### config.mk
export PLATFORM = sky130hd
export DESIGN_NAME = tri_phase_fire
export DESIGN_NICKNAME = d
export VERILOG_FILES = /design/src/rtl/pf_pkg.sv /design/src/rtl/pf_edge_sync.sv /design/src/rtl/pf_us_tick.sv /design/src/rtl/pf_angle_reg.sv /design/src/rtl/pf_channel.sv /design/src/rtl/tri_phase_fire.sv
export SDC_FILE = /design/constraint.sdc
export NUM_CORES = 1
export LEC_CHECK = 0
export BUFFER_PORTS_ARGS = -buffer_cell sky130_fd_sc_hd__buf_4
export CAP_MARGIN = 5
export CORE_MARGIN = 2
export CORE_UTILIZATION = 30
export DETAILED_ROUTE_END_ITERATION = 7
export RECOVER_POWER = 50
export SLEW_MARGIN = 40
export SYNTH_ARGS = -nofsm -noshare
export SYNTH_HDL_FRONTEND = slang
export SYNTH_SLANG_ARGS = --single-unit
### constraint.sdc
create_clock -name clk -period 3.25 [get_ports clk]
set_input_delay 0.4875 -clock clk [delete_from_list [all_inputs] [get_ports clk]]
set_output_delay 0.4875 -clock clk [all_outputs]
set_load 0.03 [all_outputs]
### src/rtl/pf_pkg.sv
package pf_pkg;
    typedef enum logic [1:0] {
        CH_IDLE = 2'd0,
        CH_WAIT = 2'd1,
        CH_FIRE = 2'd2,
        CH_DONE = 2'd3
    } chan_state_e;
endpackage

### src/rtl/pf_edge_sync.sv
module pf_edge_sync #(
    parameter int N = 3
) (
    input  logic         clk,
    input  logic         rst_n,
    input  logic [N-1:0] zc_n,
    output logic [N-1:0] zc_fall
);
    logic [N-1:0] meta_q, sync_q, prev_q;

    always_ff @(posedge clk or negedge rst_n) begin
        if (!rst_n) begin
            meta_q <= '1;
            sync_q <= '1;
            prev_q <= '1;
        end else begin
            meta_q <= zc_n;
            sync_q <= meta_q;
            prev_q <= sync_q;
        end
    end

    assign zc_fall = prev_q & ~sync_q;
endmodule

### src/rtl/pf_us_tick.sv
module pf_us_tick #(
    parameter int CLK_PER_US = 250
) (
    input  logic clk,
    input  logic rst_n,
    output logic tick
);
    localparam int W = (CLK_PER_US > 2) ? $clog2(CLK_PER_US) : 1;
    localparam logic [W-1:0] LAST = W'(CLK_PER_US - 1);

    logic [W-1:0] div_q;

    always_ff @(posedge clk or negedge rst_n) begin
        if (!rst_n)
            div_q <= '0;
        else if (div_q == LAST)
            div_q <= '0;
        else
            div_q <= div_q + W'(1);
    end

    assign tick = (div_q == LAST);
endmodule

### src/rtl/pf_angle_reg.sv
module pf_angle_reg #(
    parameter int SP_W         = 10,
    parameter int SCALE        = 10,
    parameter int MAX_DELAY_US = 9500,
    parameter int REFRESH_US   = 100000,
    parameter int DLY_W        = 14
) (
    input  logic             clk,
    input  logic             rst_n,
    input  logic             tick,
    input  logic [SP_W-1:0]  setpoint,
    input  logic             sp_valid,
    output logic [DLY_W-1:0] delay_us
);
    localparam int REF_W = $clog2(REFRESH_US + 1);
    localparam logic [REF_W-1:0] REF_END = REF_W'(REFRESH_US);
    localparam logic [31:0] SP_TOP = 32'((1 << SP_W) - 1);

    logic [REF_W-1:0] ref_q;
    logic             due;
    logic             take;
    logic [31:0]      raw;
    logic [31:0]      capped;

    assign due  = (ref_q == REF_END);
    assign take = due && sp_valid;

    always_comb begin
        raw    = (SP_TOP - 32'(setpoint)) * 32'(SCALE);
        capped = (raw > 32'(MAX_DELAY_US)) ? 32'(MAX_DELAY_US) : raw;
    end

    always_ff @(posedge clk or negedge rst_n) begin
        if (!rst_n) begin
            ref_q    <= REF_END;
            delay_us <= DLY_W'(MAX_DELAY_US);
        end else if (take) begin
            ref_q    <= '0;
            delay_us <= DLY_W'(capped);
        end else if (tick && !due) begin
            ref_q    <= ref_q + REF_W'(1);
        end
    end


    clamp_chk: assert property (@(posedge clk) disable iff (!rst_n)
        take |=> (delay_us <= DLY_W'(MAX_DELAY_US)));


    refresh_rate_chk: assert property (@(posedge clk) disable iff (!rst_n)
        !$stable(delay_us) |-> $past(due && sp_valid));
endmodule

### src/rtl/pf_channel.sv
module pf_channel
    import pf_pkg::*;
#(
    parameter int DLY_W    = 14,
    parameter int PULSE_US = 200
) (
    input  logic             clk,
    input  logic             rst_n,
    input  logic             tick,
    input  logic             zc_fall,
    input  logic [DLY_W-1:0] delay_us,
    output logic             gate
);
    localparam int EW = DLY_W + 1;
    localparam int PW = $clog2(PULSE_US + 1);
    localparam logic [PW-1:0] P_LAST = PW'(PULSE_US - 1);

    chan_state_e  state, next;
    logic [EW-1:0] elapsed;
    logic [PW-1:0] pulse_cnt;
    logic          rearm;
    logic          pulse_end;
    logic          reached;

    assign reached   = (elapsed >= {1'b0, delay_us});
    assign pulse_end = (state == CH_FIRE) && tick && (pulse_cnt == P_LAST);

    // state register
    always_ff @(posedge clk or negedge rst_n) begin
        if (!rst_n) state <= CH_IDLE;
        else        state <= next;
    end

    always_comb begin
        next = state;
        unique case (state)
            CH_IDLE: if (zc_fall) next = CH_WAIT;
            CH_WAIT: if (!zc_fall && reached) next = CH_FIRE;
            CH_FIRE: if (pulse_end) next = (rearm || zc_fall) ? CH_WAIT : CH_DONE;
            CH_DONE: if (zc_fall) next = CH_WAIT;
            default: next = CH_IDLE;
        endcase
    end

    // output process
    always_comb begin
        gate = 1'b0;
        unique case (state)
            CH_FIRE: gate = 1'b1;
            default: gate = 1'b0;
        endcase
    end

    always_ff @(posedge clk or negedge rst_n) begin
        if (!rst_n) begin
            elapsed   <= '0;
            pulse_cnt <= '0;
            rearm     <= 1'b0;
        end else begin
            if (zc_fall)
                elapsed <= '0;
            else if (tick && (elapsed != '1))
                elapsed <= elapsed + EW'(1);

            if (state != CH_FIRE)
                pulse_cnt <= '0;
            else if (tick)
                pulse_cnt <= pulse_cnt + PW'(1);

            if (state != CH_FIRE || pulse_end)
                rearm <= 1'b0;
            else if (zc_fall)
                rearm <= 1'b1;
        end
    end


    fire_gate_chk: assert property (@(posedge clk) disable iff (!rst_n)
        (state == CH_FIRE && $past(state) == CH_WAIT) |-> $past(reached));


    pulse_len_chk: assert property (@(posedge clk) disable iff (!rst_n)
        $fell(gate) |-> $past(pulse_cnt == P_LAST));


    no_refire_chk: assert property (@(posedge clk) disable iff (!rst_n)
        (state == CH_DONE && !zc_fall) |=> (state == CH_DONE));


    no_wrap_chk: assert property (@(posedge clk) disable iff (!rst_n)
        (elapsed == '0 && $past(elapsed) != '0) |-> $past(zc_fall));


    pulse_hold_chk: assert property (@(posedge clk) disable iff (!rst_n)
        (state == CH_FIRE && zc_fall && !pulse_end) |=> (state == CH_FIRE));
endmodule

### src/rtl/tri_phase_fire.sv
module tri_phase_fire #(
    parameter int NCH          = 3,
    parameter int CLK_PER_US   = 250,
    parameter int PULSE_US     = 200,
    parameter int REFRESH_US   = 100000,
    parameter int SP_W         = 10,
    parameter int SCALE        = 10,
    parameter int MAX_DELAY_US = 9500
) (
    input  logic            clk,
    input  logic            rst_n,
    input  logic [NCH-1:0]  zc_n,
    input  logic [SP_W-1:0] setpoint,
    input  logic            sp_valid,
    output logic [NCH-1:0]  gate
);
    localparam int DLY_W = $clog2(MAX_DELAY_US + 1);

    logic             tick;
    logic [NCH-1:0]   zc_fall;
    logic [DLY_W-1:0] delay_us;

    pf_us_tick #(.CLK_PER_US(CLK_PER_US)) u_tick (
        .clk   (clk),
        .rst_n (rst_n),
        .tick  (tick)
    );

    pf_edge_sync #(.N(NCH)) u_sync (
        .clk     (clk),
        .rst_n   (rst_n),
        .zc_n    (zc_n),
        .zc_fall (zc_fall)
    );

    pf_angle_reg #(
        .SP_W         (SP_W),
        .SCALE        (SCALE),
        .MAX_DELAY_US (MAX_DELAY_US),
        .REFRESH_US   (REFRESH_US),
        .DLY_W        (DLY_W)
    ) u_angle (
        .clk      (clk),
        .rst_n    (rst_n),
        .tick     (tick),
        .setpoint (setpoint),
        .sp_valid (sp_valid),
        .delay_us (delay_us)
    );

    for (genvar c = 0; c < NCH; c++) begin : g_ch
        pf_channel #(
            .DLY_W    (DLY_W),
            .PULSE_US (PULSE_US)
        ) u_ch (
            .clk      (clk),
            .rst_n    (rst_n),
            .tick     (tick),
            .zc_fall  (zc_fall[c]),
            .delay_us (delay_us),
            .gate     (gate[c])
        );
    end


    edge_only_chk: assert property (@(posedge clk) disable iff (!rst_n)
        (zc_fall != '0) |-> $past(zc_n != '1, 2));
endmodule

==> impl_metrics.toml <==
[synthesis]
synth_xor_area_share_pct = 8.307
synth_simple_gate_area_share_pct = 19.40
async_flop_share_pct = 100.0
syn-cell-area_um2 = 7591
synth_largest_area_cell = "dfrtp_1"
synth-seq-area-share_pct = 41.55
synthAdderAreaFrac_pct = 12.46
syn_inst = 786
synth_cell_types = 63
synth_compound_area_share_pct = 12.82
synth.avg_cell_area_um2 = 9.658
synth_top_family_by_area = "simple AND/OR/NAND/NOR gates"
synth-seq-cells = 125
synth-edff-count = 0
yosys.area.top_type_share_pct = 34.28
synth_area_leaders = "dfrtp_1 (34%), ha_1 (12%), dfstp_2 (7.3%), xnor2_1 (6.3%), nor2_1 (4.1%)"
synthMuxAreaShare_pct = 1.582
ys_warn_count = 0
synthFlopType = "dfrtp_1"
syn_nets = 877

[global_route]
grt_pass1_vias = 5568
grt_antenna_before_repair = 0
grt_overflow = 0
grt_max_degree = 54
grt_pass1_wl_um = 27190
track_usage_pct = 12.66

[drt]
drtIter0Drc = 194
vias = 5644
first_pass_iters = 4
viasPerCell = 4.874
wl_per_cell_um = 13.66
drc = 0
ant_nets = 0
wl_um = 15820

[critical_path]
start_kind = "input port"
crit_required_ns = 3.59
worstPathCellList = "buf_4 > inv_1 > ha_1 > ha_1 > o21ai_1 > o21ai_1 > a2111oi_2 > buf_4 > o311ai_1 > o21ai_0 > a22oi_1"
endpoint = "u_angle.delay_us[10]"
worst-path-buf-inv = 3
critPathTopFamily = "compound AO/OA/AOI/OAI gates"
r2r_cells = 6
crit_path_max_incr_delay_ns = 0.68
r2r-start = "u_angle.ref_q[5]"
cp.depth = 11
r2r_end = "u_angle.ref_q[15]"
path_class = "in -> reg"
critical_path_arrival_ns = 3.00
cp_slowest_cell = "o311ai_1"
endpoint_kind = "register"
crit_fanout = 6
regToRegSetupSlack_ns = 0.63
startpoint = "setpoint[3]"

[sta]
finalHoldViolations = 0
maxSlewHeadroom_pct = 10.25
slew_violations = 0
tightest_slew_ns = 1.346
setup_viol = 0
rsz0062_at_grt = "false"
fin_skew_ns = 0.01172
setup-tns-final_ns = 0
period_share_pct = 81.81
finalCriticalPeriod_ns = 2.659
whs_ns = 0.1838
fmax_mhz = 376.1

[cells_and_area]
drive_gt1_share_pct = 10.39
n_antenna_cell = 0
nets = 906
design_area_um2 = 8663
final_common_cell = "dfrtp_1"
layout_common_cells = "dfrtp_1 (104), nor2_1 (83), ha_1 (74), xnor2_1 (55), inv_1 (54)"
instances_no_fill = 1158
syn_to_final_growth_pct = 14.13

[floorplan]
die_x_um = 163.1
die-area_um2 = 26590
die_h_um = 163.1
start_util_pct = 30.32
rows = 58
core_area_um2 = 25040
io_pins = 19

[pwr]
ir_worst_vdd_mv = 0.3284
p_per_area_nw_per_um2 = 461.8
power_uw = 4001
power.leakage_uw = 0.003952

[clock_tree]
clock_path_buffers = 2
cts_setup_buffers = 0
cts_resized = 0
h-tree-depth = 4
cts_tree = "yes"
cts_buffers = 17
clock_latency_ns = 0.42
cts_sinks = 125
cts_hold_buf = 0
cts_root_buffer = "clkbuf_16"
clk_pin_slew_worst_paths_ns = 0.06

[place]
detailed_place_hpwl_um = 11100
dp_cells = 1126
numPortBuffers = 18
gp_congestion = 0.7968
dpl_cell_area_um2 = 8165

[worst_hold_path]
min_path_type = "in -> reg"

[job]
drv_cap = 0

[outcome]
status = "finished, final reports clean"
registers in the layout, summed over array words and instances, names as in the netlist:
| name | flops |
|---|---|
| g_ch.u_ch.elapsed | 45 |
| g_ch.u_ch.pulse_cnt | 24 |
| g_ch.u_ch.rearm | 3 |
| g_ch.u_ch.state | 6 |
| u_angle.delay_us | 13 |
| u_angle.ref_q | 17 |
| u_sync.meta_q | 3 |
| u_sync.prev_q | 3 |
| u_sync.sync_q | 3 |
| u_tick.div_q | 8 |
logic make-up after synthesis:
| logic type | count (synthesis) |
|---|---|
| buf+inv | 74 |
| xor+xnor | 72 |
| flops | 125 |
| fa+ha+maj | 75 |
| mux | 12 |
| compound gates | 138 |
| simple gates | 290 |
power by group:
| part | internal, µW | switching (µW) | leakage [µW] | total (µW) |
|---|---|---|---|---|
| logic | 271 | 401 | 0.00210 | 672 |
| registers | 1610 | 28.6 | 0.00161 | 1640 |
| clock network | 1010 | 675 | 0.000241 | 1690 |
Yosys cell counts (3+ instances only):
| cell type | n |
|---|---|
| o21ai_0 | 30 |
| dfrtp_1 | 104 |
| a22oi_1 | 5 |
| nor4_1 | 8 |
| nor2_1 | 83 |
| or3_1 | 11 |
| xor2_1 | 17 |
| nor2b_1 | 5 |
| o211ai_1 | 3 |
| and3_1 | 15 |
| mux2i_1 | 12 |
| ha_1 | 74 |
| nand2b_1 | 4 |
| o2111ai_1 | 3 |
| a211oi_1 | 7 |
| o31ai_1 | 3 |
| nand3_1 | 34 |
| o21ai_1 | 3 |
| buf_4 | 4 |
| inv_1 | 54 |
| nor3_1 | 11 |
| or4_1 | 5 |
| a2bb2oi_1 | 4 |
| clkbuf_1 | 15 |
| and2_1 | 25 |
| o311ai_1 | 3 |
| xnor2_1 | 55 |
| nand2_1 | 48 |
| nand4_1 | 27 |
| o21a_1 | 7 |
| a21o_1 | 9 |
| a21oi_1 | 29 |
| and4_1 | 5 |
| dfstp_2 | 21 |
| a21boi_0 | 5 |
| a211o_1 | 3 |
routing by layer:
| metal | vias up | share of wire [%] | track usage [%] |
|---|---|---|---|
| li1 | 2841 | - | - |
| met1 | 2723 | 49 | 16.75 |
| met2 | 64 | 47 | 20.70 |
| met3 | 16 | 2.7 | 2.920 |
| met4 | 0 | 1.2 | 3.701 |
| met5 | - | 0 | 0 |
how the worst min path moves through the flow:
stage | slack, ns | startpoint | end | cells past startpoint
global placement | 0.35 | u_sync.meta_q[0] | u_sync.sync_q[0] | 0
floorplan | 0.19 | rst_n | g_ch[0].u_ch.elapsed[0] | 0
global route | 0.17 | zc_n[0] | u_sync.meta_q[0] | 1
detailed placement | 0.35 | u_sync.meta_q[1] | u_sync.sync_q[1] | 0
finish | 0.18 | zc_n[0] | u_sync.meta_q[0] | 1
CTS | 0.16 | rst_n | u_tick.div_q[1] | 1
area by class of cell:
class / instances / area [µm²]
fillers: 2543 / 16370
multi-input cells: 587 / 4158
flip-flops and latches: 125 / 3154
clock buffers: 26 / 479.2
well taps: 330 / 412.9
repair buffers: 30 / 216.5
inverters: 54 / 202.7
clock inverters: 6 / 40.04
stage by stage:
step                      util, %  setup WS [ns]
final                       34.60         0.5913
after global routing        34.60         0.3680
after CTS                   34.69         0.6281
after detailed placement    32.61         0.1913
after global placement      32.55       -0.02562
after floorplan                 -         0.4354
Power figures use the tool's default switching activity.
